[src/rtl/twfe_pkg.sv]
package twfe_pkg;
  typedef enum logic [2:0] {ST_IDLE, ST_RX, ST_ACK, ST_TX, ST_MACK} fe_state_e;
  typedef enum logic [1:0] {BK_ADDR, BK_INSTR, BK_DATA, BK_EXTRA} byte_kind_e;

  localparam logic [3:0] OP_RD_WIPER  = 4'b1001;
  localparam logic [3:0] OP_RD_REG    = 4'b1011;
  localparam logic [3:0] OP_WR_REG    = 4'b1100;
  localparam logic [3:0] OP_STORE_ONE = 4'b1110;
  localparam logic [3:0] OP_STORE_ALL = 4'b1000;

  typedef struct packed {
    logic [3:0] op;
    logic [1:0] sel_reg;
    logic [1:0] sel_pot;
  } instr_t;
endpackage

[src/rtl/twfe_sync.sv]
module twfe_sync #(
  parameter int LINES  = 2,
  parameter int STAGES = 2
) (
  input  logic             clk_i,
  input  logic             rst_ni,
  input  logic [LINES-1:0] line_i,
  output logic [LINES-1:0] sync_o,
  output logic [LINES-1:0] prev_o
);
  for (genvar g = 0; g < LINES; g++) begin : g_line
    logic [STAGES-1:0] chain;
    logic              prev_q;
    always_ff @(posedge clk_i or negedge rst_ni) begin
      if (!rst_ni) begin
        chain  <= '1;   // bus idles high
        prev_q <= 1'b1;
      end else begin
        chain  <= {chain[STAGES-2:0], line_i[g]};
        prev_q <= chain[STAGES-1];
      end
    end
    assign sync_o[g] = chain[STAGES-1];
    assign prev_o[g] = prev_q;
  end
endmodule

[src/rtl/twfe_decode.sv]
module twfe_decode
  import twfe_pkg::*;
(
  input  logic [7:0] byte_i,
  output instr_t     fields_o,
  output logic       is_read_o,
  output logic       store_now_o,
  output logic       store_data_o
);
  assign fields_o = instr_t'(byte_i);

  always_comb begin
    is_read_o    = (fields_o.op == OP_RD_WIPER) || (fields_o.op == OP_RD_REG);
    store_now_o  = (fields_o.op == OP_STORE_ONE) || (fields_o.op == OP_STORE_ALL);
    store_data_o = (fields_o.op == OP_WR_REG);
  end
endmodule

[src/rtl/twowire_slave_fe.sv]
module twowire_slave_fe
  import twfe_pkg::*;
#(
  parameter int              TYPE_W      = 4,
  parameter logic [TYPE_W-1:0] DEV_TYPE  = 4'b0101,
  parameter int              VAL_W       = 6,
  parameter int              SYNC_STAGES = 2,
  localparam int             BYTE_W      = 8,
  localparam int             STRAP_W     = BYTE_W - TYPE_W
) (
  input  logic               clk_i,
  input  logic               rst_ni,
  input  logic               scl_i,
  input  logic               sda_i,
  output logic               sda_oe_o,
  input  logic [STRAP_W-1:0] strap_i,
  input  logic               busy_i,
  input  logic [VAL_W-1:0]   tx_val_i,
  output logic               cmd_valid_o,
  output logic [3:0]         cmd_op_o,
  output logic [1:0]         cmd_reg_o,
  output logic [1:0]         cmd_pot_o,
  output logic               wr_valid_o,
  output logic [VAL_W-1:0]   wr_data_o,
  output logic               store_go_o
);
  localparam int CNT_W = $clog2(BYTE_W + 2);
  localparam logic [CNT_W-1:0] CNT_FULL = CNT_W'(BYTE_W);

  logic [1:0] syn, prv;
  logic scl_s, sda_s, scl_q, sda_q;
  logic scl_rise, scl_fall, start_det, stop_det;

  twfe_sync #(.LINES(2), .STAGES(SYNC_STAGES)) u_sync (
    .clk_i (clk_i),
    .rst_ni(rst_ni),
    .line_i({scl_i, sda_i}),
    .sync_o(syn),
    .prev_o(prv)
  );

  assign scl_s = syn[1];
  assign sda_s = syn[0];
  assign scl_q = prv[1];
  assign sda_q = prv[0];

  assign scl_rise  = scl_s & ~scl_q;
  assign scl_fall  = ~scl_s & scl_q;
  assign start_det = scl_s & scl_q & sda_q & ~sda_s;
  assign stop_det  = scl_s & scl_q & ~sda_q & sda_s;

  fe_state_e        state_q;
  byte_kind_e       kind_q;
  logic [CNT_W-1:0] cnt_q;
  logic [BYTE_W-1:0] shreg_q;
  logic             oe_q;
  logic             is_read_q, store_arm_q, store_on_data_q, mack_ok_q;
  logic             cmd_valid_q, wr_valid_q, store_go_q;
  instr_t           instr_q;
  logic [VAL_W-1:0] wr_data_q;

  instr_t dec_fields;
  logic   dec_read, dec_store_now, dec_store_data;

  twfe_decode u_decode (
    .byte_i      (shreg_q),
    .fields_o    (dec_fields),
    .is_read_o   (dec_read),
    .store_now_o (dec_store_now),
    .store_data_o(dec_store_data)
  );

  logic addr_match;
  assign addr_match = (shreg_q == {DEV_TYPE, strap_i});

  logic [BYTE_W-1:0] tx_word;
  assign tx_word = {{(BYTE_W-VAL_W){1'b0}}, tx_val_i};

  always_ff @(posedge clk_i or negedge rst_ni) begin
    if (!rst_ni) begin
      state_q         <= ST_IDLE;
      kind_q          <= BK_ADDR;
      cnt_q           <= '0;
      shreg_q         <= '0;
      oe_q            <= 1'b0;
      is_read_q       <= 1'b0;
      store_arm_q     <= 1'b0;
      store_on_data_q <= 1'b0;
      mack_ok_q       <= 1'b0;
      cmd_valid_q     <= 1'b0;
      wr_valid_q      <= 1'b0;
      store_go_q      <= 1'b0;
      instr_q         <= '0;
      wr_data_q       <= '0;
    end else begin
      cmd_valid_q <= 1'b0;
      wr_valid_q  <= 1'b0;
      store_go_q  <= 1'b0;
      if (start_det) begin
        state_q         <= ST_RX;
        kind_q          <= BK_ADDR;
        cnt_q           <= '0;
        oe_q            <= 1'b0;
        store_arm_q     <= 1'b0;
        store_on_data_q <= 1'b0;
        mack_ok_q       <= 1'b0;
      end else if (stop_det) begin
        state_q     <= ST_IDLE;
        oe_q        <= 1'b0;
        store_go_q  <= store_arm_q;
        store_arm_q <= 1'b0;
      end else begin
        unique case (state_q)
          ST_RX: begin
            if (scl_rise && cnt_q != CNT_FULL) begin
              shreg_q <= {shreg_q[BYTE_W-2:0], sda_s};
              cnt_q   <= cnt_q + 1'b1;
            end else if (scl_fall && cnt_q == CNT_FULL) begin
              unique case (kind_q)
                BK_ADDR: begin
                  if (addr_match && !busy_i) begin
                    oe_q    <= 1'b1;
                    state_q <= ST_ACK;
                  end else begin
                    state_q <= ST_IDLE;
                  end
                end
                BK_INSTR: begin
                  oe_q            <= 1'b1;
                  state_q         <= ST_ACK;
                  instr_q         <= dec_fields;
                  cmd_valid_q     <= 1'b1;
                  is_read_q       <= dec_read;
                  store_arm_q     <= dec_store_now;
                  store_on_data_q <= dec_store_data;
                end
                BK_DATA: begin
                  oe_q       <= 1'b1;
                  state_q    <= ST_ACK;
                  wr_data_q  <= shreg_q[VAL_W-1:0];
                  wr_valid_q <= 1'b1;
                  if (store_on_data_q) store_arm_q <= 1'b1;
                end
                default: state_q <= ST_IDLE;
              endcase
            end
          end
          ST_ACK: begin
            if (scl_fall) begin
              cnt_q <= '0;
              unique case (kind_q)
                BK_ADDR: begin
                  oe_q    <= 1'b0;
                  kind_q  <= BK_INSTR;
                  state_q <= ST_RX;
                end
                BK_INSTR: begin
                  if (is_read_q) begin
                    state_q <= ST_TX;
                    shreg_q <= tx_word;
                    oe_q    <= ~tx_word[BYTE_W-1];
                  end else begin
                    oe_q    <= 1'b0;
                    kind_q  <= BK_DATA;
                    state_q <= ST_RX;
                  end
                end
                BK_DATA: begin
                  oe_q    <= 1'b0;
                  kind_q  <= BK_EXTRA;
                  state_q <= ST_RX;
                end
                default: begin
                  oe_q    <= 1'b0;
                  state_q <= ST_IDLE;
                end
              endcase
            end
          end
          ST_TX: begin
            if (scl_rise) begin
              cnt_q <= cnt_q + 1'b1;
            end else if (scl_fall) begin
              if (cnt_q == CNT_FULL) begin
                oe_q      <= 1'b0;
                state_q   <= ST_MACK;
                cnt_q     <= '0;
                mack_ok_q <= 1'b0;
              end else begin
                shreg_q <= {shreg_q[BYTE_W-2:0], 1'b0};
                oe_q    <= ~shreg_q[BYTE_W-2];
              end
            end
          end
          ST_MACK: begin
            if (scl_rise) begin
              mack_ok_q <= ~sda_s;
            end else if (scl_fall) begin
              if (mack_ok_q) begin
                state_q <= ST_TX;
                shreg_q <= tx_word;
                oe_q    <= ~tx_word[BYTE_W-1];
                cnt_q   <= '0;
              end else begin
                state_q <= ST_IDLE;
              end
            end
          end
          default: ;
        endcase
      end
    end
  end

  assign sda_oe_o    = oe_q;
  assign cmd_valid_o = cmd_valid_q;
  assign cmd_op_o    = instr_q.op;
  assign cmd_reg_o   = instr_q.sel_reg;
  assign cmd_pot_o   = instr_q.sel_pot;
  assign wr_valid_o  = wr_valid_q;
  assign wr_data_o   = wr_data_q;
  assign store_go_o  = store_go_q;
endmodule

[config.mk]
export PLATFORM = sky130hd
export DESIGN_NAME = twowire_slave_fe
export DESIGN_NICKNAME = d
export VERILOG_FILES = /design/src/rtl/twfe_pkg.sv /design/src/rtl/twfe_sync.sv /design/src/rtl/twfe_decode.sv /design/src/rtl/twowire_slave_fe.sv
export SDC_FILE = /design/constraint.sdc
export NUM_CORES = 1
export LEC_CHECK = 0
export BUFFER_PORTS_ARGS = -buffer_cell sky130_fd_sc_hd__buf_2
export CAP_MARGIN = 20
export CORE_AREA = 2 2 75 92
export CTS_BUF_LIST = sky130_fd_sc_hd__clkbuf_4 sky130_fd_sc_hd__clkbuf_8
export CTS_CLUSTER_SIZE = 24
export DETAILED_ROUTE_END_ITERATION = 12
export DIE_AREA = 0 0 77 94
export SLEW_MARGIN = 20
export SYNTH_ARGS = -nofsm -noshare
export SYNTH_HDL_FRONTEND = slang
export SYNTH_HIERARCHICAL = 1
export SYNTH_SLANG_ARGS = --single-unit
[constraint.sdc]
create_clock -name clk_i -period 4.3 [get_ports clk_i]
set_input_delay 0.645 -clock clk_i [delete_from_list [all_inputs] [get_ports clk_i]]
set_output_delay 0.645 -clock clk_i [all_outputs]
set_load 0.02 [all_outputs]
Word level (Yosys, flattened, before mapping) --
Index checks and enable logic that the tools add are counted. W data, S select, Z words.
Word-level totals: bits in registers 45, input port bits 15, output and inout port bits 18, word-level logic and storage cells 213
Operators by class: add/sub/neg operators 1, eq/ne operators 51, muxes and demuxes 94, bitwise logic cells 15, reductions and logical operators 32
Operator list (count):
- $mux W8 | 10
- $ne A4 B4 Y1 const B | 13
- $mux W1 | 46
- $mux W4 | 10
- $ne A3 B3 Y1 const B | 11
- $pmux W8 S4 | 1
- $mux W3 | 10
- $eq A4 B4 Y1 const B | 6
- $ne A2 B2 Y1 const B | 12
- $reduce_and A6 Y1 | 3
- $reduce_and A9 Y1 | 2
- $mux W2 | 8
- $pmux W4 S4 | 1
- $reduce_and A5 Y1 | 3
- $reduce_and A13 Y1 | 1
- $pmux W3 S4 | 1
- $reduce_bool A4 Y1 | 3
- $reduce_and A11 Y1 | 1
- $ne A5 B5 Y1 const B | 2
- $reduce_bool A2 Y1 | 5
- $reduce_bool A3 Y1 | 3
- $eq A8 B7 Y1 | 1
- $not A1 Y1 | 8
- $and A1 B1 Y1 | 7
- 18 further kinds | 25

Longest topological paths before layout --
word-level depth 9, depth in mapped cells 9, depth with buffers taken out 7

Hierarchy --
The synthesis kept the hierarchy.
By module, submodules not included:
- twowire_slave_fe | times used 1, cells an instance 220, area an instance 2376.0 um^2, seq. area each 975.9 um^2
- twfe_sync | times used 1, cells an instance 10, area an instance 187.7 um^2, seq. area each 157.7 um^2
- twfe_decode | times used 1, cells an instance 13, area an instance 101.3 um^2, seq. area each 0.0 um^2

Worst setup path after synthesis --
Ideal clock, no wire load.
kind flip-flop to flip-flop, start register u_sync.g_line[1].chain[1], end register cnt_q[0], setup time 0.125 ns, arrival time 2.028 ns, required time 4.175 ns, setup slack 2.147 ns, cell stages (with the launch flop) 9, path buffers 2, path through dfstp_2 > buf_4 > ha_1 > and3b_1 > buf_6 > or4_4 > o31ai_4 > nor2_4 > mux2_4
Between the ends: longest elaborated chain between the ends 5, elaborated cells on any way between the ends 23
RTL lines:
- from (decl) | line twfe_sync.sv:12 | logic [STAGES-1:0] chain;
- from (signal assigned) | line twfe_sync.sv:19 | chain <= {chain[STAGES-2:0], line_i[g]};
- $and A1 B1 Y1, on equally long branches | line twowire_slave_fe.sv:49, twowire_slave_fe.sv:50, twowire_slave_fe.sv:47
- $and A1 B1 Y1 (tied with other cells) (2 in series) | line twowire_slave_fe.sv:49 | assign start_det = scl_s & scl_q & sda_q & ~sda_s;
- $ne A4 B4 Y1 (no line) (tied with other cells)
- $reduce_and A9 Y1 (no line) or $mux W4 (tied branches)
- to (signal assigned) | line twowire_slave_fe.sv:117 | cnt_q <= cnt_q + 1'b1;
- to (signal assigned) | line twowire_slave_fe.sv:182 | cnt_q <= cnt_q + 1'b1;
- to (decl) | line twowire_slave_fe.sv:54 | logic [CNT_W-1:0] cnt_q;
Several ways; a longest one is shown, not always the timed one. The select of a mux whose other input is x is not followed. A chain may end at the register's enable or synchronous reset.

Final worst setup path --
start register state_q[1], end register shreg_q[6]
Between the ends: longest elaborated chain between the ends 3, elaborated cells on any way between the ends 17
RTL lines:
- from (decl) | line twowire_slave_fe.sv:52 | fe_state_e state_q;
- from (signal assigned) | line twowire_slave_fe.sv:81 | state_q <= ST_IDLE;
- from (signal assigned) | line twowire_slave_fe.sv:100 | state_q <= ST_RX;
- from (signal assigned) | line twowire_slave_fe.sv:108 | state_q <= ST_IDLE;
- $eq A3 B2 Y1 (tied with other cells) | line twowire_slave_fe.sv:113 | unique case (state_q)
- $ne A2 B2 Y1 (no line) or $reduce_bool A4 Y1 (tied branches)
- $reduce_and A13 Y1 (no line)
- to (signal assigned) | line twowire_slave_fe.sv:116 | shreg_q <= {shreg_q[BYTE_W-2:0], sda_s};
- to (signal assigned) | line twowire_slave_fe.sv:160 | shreg_q <= tx_word;
- to (signal assigned) | line twowire_slave_fe.sv:190 | shreg_q <= {shreg_q[BYTE_W-2:0], 1'b0};
- to (decl) | line twowire_slave_fe.sv:55 | logic [BYTE_W-1:0] shreg_q;
Several ways; a longest one is shown, not always the timed one.

==> impl_results.md <==
* Status: completed
* Final Hold Fails at 0
* Final Cycle Share at 56.4%
* DRT Pass-1 Iters at 4
* YS warnings at 6
* Met1 usage at 21.3%
* Slew of the pin with the lowest slew margin at 745 ps
* Crit path max-delay cell type: dfrtp_1
* Num Clock Sinks at 45
* Starting Density at 42.1%
* CP required at 4500 ps
* Hold Path Class: in2async
* Setup TNS at 0 ps
* Reg2Reg Setup Slack at 1870 ps
* Sw Ratio at 39.2%
* Die H at 94 um
* Capturing element type of the critical path: flop
* Max_cap viols at 0
* Top-area cell type share of the netlist area at 36.6%
* Post-CTS Resized at 0
* Max Fclk at 412 MHz
* CORE AREA at 0.00633 sq mm
* Post-synth top flop: dfrtp_1
* Pwr per Cell Area at 585 mW/mm^2
* I/O pin cnt at 33
* Place WS at 1880 ps
* Mapped Area at 0.00267 sq mm
* Seq cells post-synth at 45
* Fin cells at 347
* Flop pwr share at 40.2%
* Antenna-violating nets left at 0
* Seq/Total Area, Yosys at 42.5%
* Total Nets Final at 285
* Post-DP HPWL at 4.16 mm
* Met3 Use GR at 3.17%
* Largest net degree at the start of global routing at 46
* Hold-fix buffers at CTS at 0
* Root buffer cell: clkbuf_8
* Logic pwr share at 40.4%
* Placed Cells incl. Taps at 339
* CTS Buf Count at 5
* DR iter-0 viols at 76
* Crit Path Class: reg2reg
* Global route overflow at 0
* Leakage power at 1.38 nW
* Die area at 0.00724 sq mm
* Buffers on Ports at 32
* Fraction of registers with async set/reset at 100%
* CP arrival at 2620 ps
* RSZ-0062 raised after global routing: no
* Layout area overhead at 9.11%
* Synth Instances at 243
* CP cell instances: nor2b_1 -> a31oi_1 -> o32ai_1 -> nand4_1 -> mux2_2
* Hold Slack at 320 ps
* Clk pwr share at 19.4%
* Share of cells above drive strength 1 at 29.4%
* Setup Buffers After CTS at 0
* N_diodes at 0
* Fill count at 647
* First-pass GRT wire length at 9.54 mm
* Drt drc at 0
* Row count at 32
* DRT Wirelength at 5.67 mm
* Clock Latency Late Sink at 300 ps
* Syn_area_per_cell at 11.0 sq um
* Worst-path clk slew at 90 ps
* Overall power at 0.00170 W
* Slew HR at 50.3%
* H-tree levels at 2
* DR vias at 1892
* Reg2Reg Depth at 5
* Met2 global-route usage at 29.0%
* Internal Dissipation at 0.00104 W
* Vias in the first global route at 1962
* FF-to-FF End: shreg_q[6]$_DFFE_PN0P_
* Synth Net Count at 267
* Longest Clk Path Bufs at 2
* Post-synthesis cell type count at 63
* CP max FO at 17
* Max-slew violations at 0
* Startpoint Class: flop
* Clock skew at 9.06 ps
* Final min period at 2430 ps
* CP max stage delay at 700 ps
* Cell type with the largest total area after synthesis: dfrtp_1
* Routed len/inst at 16.4 um
* Worst R2R Start: state_q[1]$_DFFE_PN0P_
* Area contributors post-synth: dfrtp_1 (37%), mux2_2 (6.8%), dfstp_2 (5.9%)
* DIE WIDTH at 77 um
* Max VDD drop at 0.325 mV
* Initial antenna violation count at 0
* Gr usage total at 16.8%
* Gpl congestion at 0.928
* Final Worst Setup Slack at 1870 ps
* P_sw at 0.000667 W
* Busiest layer in global routing: met2
* CTS tree: done
* Drt via density at 5.45
* Number of synthesized flops with an enable pin at 0
* Final setup violation count at 0
==> state kept, by name, indices dropped and copies added (netlist names) <==
| signal | flops |
|---|---|
| mack_ok_q | 1 |
| cmd_op_o | 4 |
| store_go_o | 1 |
| cnt_q | 4 |
| is_read_q | 1 |
| u_sync/g_line.chain | 4 |
| cmd_valid_o | 1 |
| sda_oe_o | 1 |
| store_on_data_q | 1 |
| cmd_reg_o | 2 |
| wr_data_o | 6 |
| u_sync/g_line.prev_q | 2 |
| store_arm_q | 1 |
| wr_valid_o | 1 |
| state_q | 3 |
| cmd_pot_o | 2 |
| kind_q | 2 |
| shreg_q | 8 |
==> cell usage in the layout, fill, tap and decap left out, drive strengths merged, types with 2 or more instances in the layout <==
cell type,netlist,routed
ha,9,9
a21oi,9,9
and3b,2,2
xor2,5,5
inv,15,17
nand3b,2,2
nor4,4,4
and2b,2,2
o31ai,4,4
a2bb2oi,2,2
a21o,2,2
nor3,6,6
nor4b,2,2
clkbuf,3,5
a22oi,2,2
nand2b,5,5
buf,18,32
dfrtp,39,39
o41ai,2,2
nand3,5,5
a31oi,4,4
nor3b,3,3
nor2b,5,5
a211o,2,2
a211oi,2,2
mux2,29,29
mux2i,3,3
nor2,10,10
o21ai,11,11
and3,2,2
and2,2,2
dfstp,6,6
nand2,8,8
==> cells by family (layout without fill, tap and decap cells) <==
family | after synthesis | count (layout) | synth area share, %
xor gates and xnor gates | 5 | 5 | 1.64
buffers and inverters | 36 | 55 | 7.46
AOI/OAI and AO/OA | 51 | 51 | 14.5
DFF | 45 | 45 | 42.5
and+or+nand+nor | 65 | 65 | 16.2
adders and majority gates | 9 | 9 | 4.23
muxes | 32 | 32 | 13.5
==> metrics by stage <==
step	cell area (sq um)	utilization (%)
3_3_place_gp	2790	44.1
4_1_cts	2910	45.9
2_1_floorplan	2670	-
6_report	2910	46.0
5_1_grt	2910	46.0
3_5_place_dp	2790	44.1
==> final cells by class <==
type,count,area [sq um],area share [%]
inverter,15,56.3,1.94
sequential,45,1130,39.0
clock inverter,3,47.5,1.64
multi-input combinational,162,1330,45.8
timing repair buffer,32,163,5.59
tap,85,106,3.66
clock buffer,5,68.8,2.37
==> per-layer routing <==
layer  part of all wire [%]  up-vias  wire length (um)
li1                       -      906                 -
met1                     45      944              2530
met4                    1.6        0                93
met5                      0        -                 0
met2                     51       33              2880
met3                    2.9        9               166
==> how the worst max path moves through the flow <==
stage,endpoint,cells after the start,startpoint,slack (ps)
finish,shreg_q[6]$_DFFE_PN0P_,5,state_q[1]$_DFFE_PN0P_,1870
global route,cmd_op_o[1]$_DFFE_PN0P_,4,state_q[0]$_DFFE_PN0P_,1680
CTS,shreg_q[2]$_DFFE_PN0P_,5,state_q[1]$_DFFE_PN0P_,1880
detailed placement,shreg_q[2]$_DFFE_PN0P_,5,state_q[1]$_DFFE_PN0P_,1880
global placement,shreg_q[5]$_DFFE_PN0P_,5,state_q[1]$_DFFE_PN0P_,1960
floorplan,cnt_q[0]$_DFFE_PN0P_,8,u_sync/g_line[1].chain[1]$_DFF_PN1_,2150
==> critical path: cells and delay by family (launching register included) <==
kind / cells / cell delay [ps]
and+or+nand+nor: 2 / 980
DFF: 1 / 700
muxes: 1 / 410
AOI/OAI and AO/OA: 2 / 220
==> Yosys cell counts (all sizes together), types with 3 or more instances <==
cell	instances
dfrtp	39
mux2	29
buf	18
inv	15
o21ai	11
nor2	10
a21oi	9
ha	9
nand2	8
dfstp	6
nor3	6
nand2b	5
nand3	5
nor2b	5
xor2	5
a31oi	4
nor4	4
o31ai	4
clkbuf	3
mux2i	3
nor3b	3
==> power groups by stage <==
stage	registers, W	clock network [W]	logic, W
4_1_cts	0.000685	0.000346	0.000692
3_3_place_gp	0.000687	0	0.000676
6_report	0.000684	0.000331	0.000687
3_5_place_dp	0.000692	0	0.000691
5_1_grt	0.000708	0.000358	0.000758
2_1_floorplan	0.000615	0	0.000663
No activity file was read; power rests on OpenSTA's default activity.
